## src/rtl/pwm_lt_pkg.sv

```systemverilog
// Package: shared register addresses and control bit positions for the
// period-latched PWM timer. Assumes a 3-bit register address space.
package pwm_lt_pkg;

    typedef enum logic [2:0] {
        REG_CTRL     = 3'd0,
        REG_PRESCALE = 3'd1,
        REG_PERIOD   = 3'd2,
        REG_DUTY     = 3'd3,
        REG_MODE     = 3'd4,
        REG_OUTEN    = 3'd5,
        REG_LATCH    = 3'd6
    } reg_addr_e;

    localparam int CTL_RUN  = 0;
    localparam int CTL_HOLD = 1;
    localparam int CTL_PWM  = 3;

    // Number of match registers: index 0 is the period, index 1 the duty.
    localparam int NUM_MATCH = 2;

endpackage

```

## src/rtl/pwm_lt_regs.sv

```systemverilog
// Module: register file. Holds control, prescale, mode and output enable,
// the shadow and active match registers, and the pending latch flags.
// Assumes: match registers sit at consecutive addresses starting at
// REG_PERIOD; `wrap` is high for exactly the clock of a period restart.
module pwm_lt_regs
    import pwm_lt_pkg::*;
#(
    parameter int W = 16
) (
    input  logic                 clk,
    input  logic                 rst_n,
    input  logic                 wr_en,
    input  logic [2:0]           wr_addr,
    input  logic [W-1:0]         wr_data,
    input  logic                 wrap,
    output logic                 run,
    output logic                 hold,
    output logic                 pwm_mode,
    output logic                 rop,
    output logic                 oe,
    output logic [W-1:0]         prescale,
    output logic [W-1:0]         act_period,
    output logic [W-1:0]         act_duty,
    output logic [NUM_MATCH-1:0] pend
);

    logic [W-1:0] shadow_q [NUM_MATCH];
    logic [W-1:0] active_q [NUM_MATCH];
    logic         latch_wr;

    // Decode a write to the latch flag register.
    assign latch_wr = wr_en && (wr_addr == REG_LATCH);

    // Control register: run, hold and PWM mode bits.
    always_ff @(posedge clk) begin
        if (!rst_n) begin
            run      <= 1'b0;
            hold     <= 1'b0;
            pwm_mode <= 1'b0;
        end else if (wr_en && wr_addr == REG_CTRL) begin
            run      <= wr_data[CTL_RUN];
            hold     <= wr_data[CTL_HOLD];
            pwm_mode <= wr_data[CTL_PWM];
        end
    end

    // Prescale register; takes effect at once (not shadowed).
    always_ff @(posedge clk) begin
        if (!rst_n)
            prescale <= '0;
        else if (wr_en && wr_addr == REG_PRESCALE)
            prescale <= wr_data;
    end

    // Mode register: restart-on-period flag.
    always_ff @(posedge clk) begin
        if (!rst_n)
            rop <= 1'b0;
        else if (wr_en && wr_addr == REG_MODE)
            rop <= wr_data[0];
    end

    // Output enable register.
    always_ff @(posedge clk) begin
        if (!rst_n)
            oe <= 1'b0;
        else if (wr_en && wr_addr == REG_OUTEN)
            oe <= wr_data[0];
    end

    for (genvar m = 0; m < NUM_MATCH; m++) begin : g_match
        localparam logic [2:0] MATCH_ADDR = 3'(int'(REG_PERIOD) + m);

        // Shadow match register: loaded by the write port only.
        always_ff @(posedge clk) begin
            if (!rst_n)
                shadow_q[m] <= '0;
            else if (wr_en && wr_addr == MATCH_ADDR)
                shadow_q[m] <= wr_data;
        end

        // Pending flag: a set by write wins over the clear at a wrap.
        always_ff @(posedge clk) begin
            if (!rst_n)
                pend[m] <= 1'b0;
            else if (latch_wr && wr_data[m])
                pend[m] <= 1'b1;
            else if (wrap)
                pend[m] <= 1'b0;
        end

        // Active match register: takes the shadow value at a flagged wrap.
        always_ff @(posedge clk) begin
            if (!rst_n)
                active_q[m] <= '0;
            else if (wrap && pend[m])
                active_q[m] <= shadow_q[m];
        end
    end

    assign act_period = active_q[0];
    assign act_duty   = active_q[1];

endmodule

```

## src/rtl/pwm_lt_counter.sv

```systemverilog
// Module: prescaler and timer counter. Produces a tick every (prescale+1)
// clocks while running, and a wrap pulse when the next count would reach
// the active period (restart mode only).
// Assumes: hold overrides run; a period of 0 or 1 wraps on every tick.
module pwm_lt_counter #(
    parameter int W = 16
) (
    input  logic         clk,
    input  logic         rst_n,
    input  logic         run,
    input  logic         hold,
    input  logic         rop,
    input  logic [W-1:0] prescale,
    input  logic [W-1:0] act_period,
    output logic [W-1:0] tc,
    output logic         tick,
    output logic         wrap
);

    logic [W-1:0] pc_q;
    logic [W:0]   tc_next;

    // Tick and wrap decode from prescaler, counter and active period.
    always_comb begin
        tc_next = {1'b0, tc} + (W+1)'(1);
        tick    = run && !hold && (pc_q == prescale);
        wrap    = tick && rop && (tc_next >= {1'b0, act_period});
    end

    // Prescale counter: counts clocks up to the prescale value.
    always_ff @(posedge clk) begin
        if (!rst_n || hold)
            pc_q <= '0;
        else if (run)
            pc_q <= tick ? '0 : pc_q + W'(1);
    end

    // Timer counter: steps on each tick, returns to zero on a wrap.
    always_ff @(posedge clk) begin
        if (!rst_n || hold)
            tc <= '0;
        else if (wrap)
            tc <= '0;
        else if (tick)
            tc <= tc_next[W-1:0];
    end

endmodule

```

## src/rtl/pwm_lt_outstage.sv

```systemverilog
// Module: single-edge output stage. Output is high from the duty match to
// the end of the period, gated by PWM mode and output enable.
// Assumes: counter starts every period at zero.
module pwm_lt_outstage #(
    parameter int W = 16
) (
    input  logic         pwm_mode,
    input  logic         oe,
    input  logic [W-1:0] tc,
    input  logic [W-1:0] act_duty,
    output logic         pwm_o
);

    // Level compare and gating onto the pin.
    always_comb begin
        pwm_o = pwm_mode && oe && (tc >= act_duty);
    end

endmodule

```

## src/rtl/pwm_latched_timer.sv

```systemverilog
// Module: top of the period-latched single-edge PWM timer. Wires the
// register file, the counter and the output stage together.
// Assumes: synchronous active-low reset; one write per clock.
module pwm_latched_timer
    import pwm_lt_pkg::*;
#(
    parameter int W = 16
) (
    input  logic         clk,
    input  logic         rst_n,
    input  logic         wr_en,
    input  logic [2:0]   wr_addr,
    input  logic [W-1:0] wr_data,
    output logic         pwm_o,
    output logic [W-1:0] count_o,
    output logic [1:0]   latch_pend_o
);

    logic                 run_w, hold_w, pwm_mode_w, rop_w, oe_w;
    logic                 tick_w, wrap_w;
    logic [W-1:0]         prescale_w, act_period_w, act_duty_w, tc_w;
    logic [NUM_MATCH-1:0] pend_w;

    pwm_lt_regs #(.W(W)) u_regs (
        .clk        (clk),
        .rst_n      (rst_n),
        .wr_en      (wr_en),
        .wr_addr    (wr_addr),
        .wr_data    (wr_data),
        .wrap       (wrap_w),
        .run        (run_w),
        .hold       (hold_w),
        .pwm_mode   (pwm_mode_w),
        .rop        (rop_w),
        .oe         (oe_w),
        .prescale   (prescale_w),
        .act_period (act_period_w),
        .act_duty   (act_duty_w),
        .pend       (pend_w)
    );

    pwm_lt_counter #(.W(W)) u_counter (
        .clk        (clk),
        .rst_n      (rst_n),
        .run        (run_w),
        .hold       (hold_w),
        .rop        (rop_w),
        .prescale   (prescale_w),
        .act_period (act_period_w),
        .tc         (tc_w),
        .tick       (tick_w),
        .wrap       (wrap_w)
    );

    pwm_lt_outstage #(.W(W)) u_out (
        .pwm_mode (pwm_mode_w),
        .oe       (oe_w),
        .tc       (tc_w),
        .act_duty (act_duty_w),
        .pwm_o    (pwm_o)
    );

    assign count_o      = tc_w;
    assign latch_pend_o = pend_w;

endmodule

```

## config.mk

```make
export PLATFORM = sky130hd
export DESIGN_NAME = pwm_latched_timer
export DESIGN_NICKNAME = d
export VERILOG_FILES = /design/src/rtl/pwm_lt_pkg.sv /design/src/rtl/pwm_lt_regs.sv /design/src/rtl/pwm_lt_counter.sv /design/src/rtl/pwm_lt_outstage.sv /design/src/rtl/pwm_latched_timer.sv
export SDC_FILE = /design/constraint.sdc
export NUM_CORES = 1
export LEC_CHECK = 0
export ABC_AREA = 1
export BUFFER_PORTS_ARGS = -buffer_cell sky130_fd_sc_hd__clkbuf_2
export CORE_UTILIZATION = 59
export CTS_BUF_LIST = sky130_fd_sc_hd__clkbuf_4
export DETAILED_ROUTE_END_ITERATION = 8
export GPL_TIMING_DRIVEN = 0
export HOLD_SLACK_MARGIN = 0.06
export PLACE_DENSITY = 0.84
export SLEW_MARGIN = 40
export SYNTH_ARGS = -nofsm -noshare
export SYNTH_HDL_FRONTEND = slang
export SYNTH_SLANG_ARGS = --single-unit
export TNS_END_PERCENT = 10
```

## constraint.sdc

```tcl
create_clock -name clk -period 5.9 [get_ports clk]
set_input_delay 0.295 -clock clk [delete_from_list [all_inputs] [get_ports clk]]
set_output_delay 0.295 -clock clk [all_outputs]
set_load 0.1 [all_outputs]
```

Word-level counts from Yosys, hierarchy flattened
Memories as Yosys holds them, arrays and structs flattened. Cells that the tools add are included. W data, S select, Z words.

Memories kept: 2. Bits in registers: 55. Input port bits: 22. Memory bits (writable): 64.

Memory list: u_regs.active_q (words 2, width 16, read ports 2, clocked after memory_dff 0, wr ports 2, RTL line pwm_lt_regs.sv:28) `logic [W-1:0] active_q [NUM_MATCH];`; u_regs.shadow_q (words 2, width 16, read ports 2, clocked after memory_dff 0, wr ports 2, RTL line pwm_lt_regs.sv:27) `logic [W-1:0] shadow_q [NUM_MATCH];`.

Mux-type cells: 21. Order comparisons: 2. Bitwise operators: 4. Equal/unequal tests: 7. Reductions and logical operators: 24. $add $sub $neg: 2.

Operator list (count): $mux W16 (5); $add A16 B1 Y17 const B (1); $ge A17 B16 Y1 (1); $logic_and A1 B1 Y1 (17); $add A16 B1 Y16 const B (1); $eq A16 B16 Y1 (1); $ge A16 B16 Y1 (1); $mux W1 (16); $eq A3 B3 Y1 const B (3); $eq A3 B2 Y1 const B (2); $or A1 B1 Y1 (4); $reduce_bool A2 Y1 (2); $eq A3 B1 Y1 const B (1); $logic_not A3 Y1 (1); $logic_not A1 Y1 (2); $reduce_or A2 Y1 (1); $logic_or A1 B1 Y1 (1).

Logic depth before layout (Yosys ltp)
Word-level depth: 10. Depth in mapped cells: 20. Gate-level depth less buffers: 19.

Modules after synthesis
A second synthesis with hierarchy kept.

Cell total of the unflattened synthesis: 884. Area, all modules: 6666.4 um^2.

By module, submodules not included: pwm_lt_regs (instances 1, cells each 328, sequential area each 2382.3 um^2, area an instance 3399.5 um^2); pwm_lt_counter (instances 1, cells each 486, sequential area each 640.6 um^2, area an instance 2827.7 um^2); pwm_lt_outstage (instances 1, cells each 70, sequential area each 0.0 um^2, area an instance 439.2 um^2).

Worst setup path after synthesis
No wires, ideal clock.

Kind: register to register. Start point: register u_counter.tc[0]. End point: memory u_regs.active_q[0][0] (enable). Data arrival time: 3.438 ns. Cell stages (with the launch flop): 16. Setup slack: 2.090 ns. Period minus slack after synthesis: 3.810 ns. Required time: 5.528 ns. Path through: dfxtp_1 > ha_1 > nand2_1 > nor2_2 > nand2_1 > nor3_1 > xnor2_1 > inv_1 > ha_1 > a21oi_1 > or2_2 > nand3_1 > nor2_2 > nand2_4 > nand3_1 > nand2_1.

RTL lines: from (decl) (RTL line pwm_lt_counter.sv:15) `output logic [W-1:0] tc,`; from (signal assigned) (RTL line pwm_lt_counter.sv:45) `tc <= tc_next[W-1:0];`; to (decl) (RTL line pwm_lt_regs.sv:28).

==> impl_results.md <==
- Status: complete, no violations
- Final HPWL DP: 10600 µm
- Area share of the largest cell type after synthesis: 29.8%
- Placed cells: 937
- Via Count: 5125
- Area leader, netlist: edfxtp_1
- Kind of critical path: register to register
- Fin crit period: 3530 ps
- Design area: 7150 µm²
- Wire per inst: 13.9 µm
- Worst Path Buf+Inv: 0
- Routability Congestion: 0.879
- Least-Margin Pin Slew: 678 ps
- Fin Clk Skew: 27.1 ps
- Worst EP required: 6000 ps
- Core Footprint: 10500 µm²
- LEAKAGE: 3.26 nW
- Seq/Total Area, Yosys: 46.9%
- Vias in the first global route: 5203
- Synth Net Count: 818
- Die H: 107 µm
- CP Data Arrival Time: 3640 ps
- Fraction of registers with async set/reset: 0%
- Combinational share of power: 7.2%
- CP max stage delay: 490 ps
- Largest net degree at the start of global routing: 17
- Final wirelength: 13600 µm
- Internal: 1.19 mW
- Max-cap viol count: 0
- IO Pins: 41
- Commonest non-fill, non-tap cell in the layout: nand2_1
- DR DRC count: 0
- GRT Util Overall: 26.3%
- Setup-failing EPs final: 0
- Post-layout nets: 881
- Post-Synthesis Cells: 762
- Yosys warning total: 0
- Clock buffer depth: 2
- Fin worst setup slack: 2370 ps
- Post-route clock period utilization: 59.9%
- Distinct cells, synth: 40
- Hold_ws: 97.6 ps
- CP max-delay cell: dfxtp_1
- DP Area: 6820 µm²
- Final setup TNS: 0 ps
- Worst-path cell chain: ha_1, nand2_1, nor2_2, nand2_1, nor2_1, xor2_1, ha_1, a21oi_1, o21ai_0, nor2_1, nor2_1, nor2_2, nand2_4, nand3_1, nand2_1
- Main synth FF type: edfxtp_1
- Worst-path maximum fanout: 16
- Drt first pass iters: 5
- Clk_lat worst skew: 530 ps
- Post-Route Utilization: 68.4%
- Cell family with most CP delay: simple AND/OR/NAND/NOR gates
- RSZ-0062 raised after global routing: no
- H-tree lvl count: 4
- Final hold vios: 0
- Worst-path clk slew: 120 ps
- Net Sw Frac: 26.2%
- HP Class: input port to register
- Synth area leaders: edfxtp_1, dfxtp_1, nand2_1
- Fmax: 283 MHz
- CTS Sinks: 119
- Syn Area/Cell: 8.46 µm²
- Initial antenna violation count: 1
- DRT iter0 DRCs: 363
- Clock root buffer: clkbuf_4
- CTS tree: yes
- Synthesis-to-finish area growth: 10.9%
- Antenna-violating nets left: 0
- Yosys reg bits: 119
- Pwr/cell area: 226 nW/µm²
- CTS Buf Count: 17
- Total Die Area: 11400 µm²
- Grt ovf: 0
- Final Non-Filler Cells: 975
- Mapped Area: 6450 µm²
- First-pass GRT wire length: 22900 µm
- VDD IR max: 0.142 mV
- Clock share of power: 36.4%
- Sequential power share: 56.3%
- Starting Density: 61.6%
- Die Span X: 107 µm
- Crit. End Element: register
- Final slew viol count: 0
- Share of cells above drive strength 1: 16.5%
- Sw power: 0.423 mW
- Setup WS pre-CTS: 2430 ps
- Row Count: 37
- Via density: 5.26
- Rel. slew slack: 54.7%
- EDFF count, synth: 64
- Startpoint types: register
- Total power: 1.61 mW
- Port-buffer cells: 39
- Most frequent cells in the layout: nand2_1, inv_1, nor2_1
## metal layers
layer / track usage (%) / up-vias / wire (µm)
li1: - / 2572 / -
met1: 27.8 / 2345 / 5440
met2: 47.9 / 166 / 6960
met3: 7.54 / 42 / 737
met4: 12.8 / 0 / 465
met5: 0 / - / 0
## sequential cells by signal, indices dropped and copies added, names as in the netlist, 2 cells and up
| name | flops |
|---|---|
| u_counter.pc_q | 16 |
| u_counter.tc | 16 |
| u_regs.active_q | 32 |
| u_regs.pend | 2 |
| u_regs.prescale | 16 |
| u_regs.shadow_q | 32 |
## timing repair
action | 4_1_cts | 5_1_grt
endpoints found under the setup margin | 0 | 0
buffers inserted | 0 | 0
gates resized for setup | 0 | 0
hold endpoints to repair | 6 | 0
hold buffers | 5 | 0
## power by group through the flow
stage | clock (mW) | sequential (mW) | combinational (mW)
2_1_floorplan | 0 | 0.928 | 0.0779
3_3_place_gp | 0 | 0.927 | 0.109
3_5_place_dp | 0 | 0.928 | 0.113
4_1_cts | 0.592 | 0.909 | 0.117
5_1_grt | 0.626 | 0.913 | 0.131
6_report | 0.588 | 0.910 | 0.117
## worst min-delay path, delay by kind of cell
kind / cells / cell delay, ps
AO/OA/AOI/OAI: 2 / 190
buffers and inverters: 1 / 90
## layout make-up
| class | instances | area, µm² |
|---|---|---|
| antenna | 1 | 2.50 |
| clock buffer | 18 | 135 |
| clock inverter | 14 | 150 |
| inverter | 142 | 533 |
| buffer | 14 | 105 |
| tap | 136 | 170 |
| sequential | 119 | 3020 |
| multi-input combinational | 487 | 2790 |
| fill | 826 | 3310 |
| timing repair buffer | 44 | 245 |
## worst paths after layout
check	cells past startpoint	from	slack [ps]	endpoint
max reg2reg	15	u_counter.tc[0]	2370	u_regs.active_q[1][15]
min	3	wr_data[12]	100	u_regs.prescale[12]
max	15	u_counter.tc[0]	2370	u_regs.active_q[1][15]
min reg2reg	2	u_regs.prescale[7]	480	u_regs.prescale[7]
## synth_stat cells, drive strengths merged (2+ instances only)
library cell	instances
ha	34
edfxtp	64
buf	6
a21oi	58
xnor2	9
nor3	9
nor4	2
dfxtp	55
clkbuf	8
a311oi	2
o21ai	33
nand2	146
xor2	10
nor3b	3
nand3	26
nor2	132
inv	141
nand3b	5
nand4	12
## cells by family (layout without fill, tap and decap cells)
logic type,Yosys count,after routing,synth area share (%)
adders and majority gates,34,34,6.60
buffers and inverters,156,232,9.89
and+or+nand+nor,336,336,25.6
AOI/OAI and AO/OA,98,98,8.46
DFF,119,119,46.9
other,0,1,0
xor gates and xnor gates,19,19,2.58
Note: power is estimated with default switching activity, not from simulation.
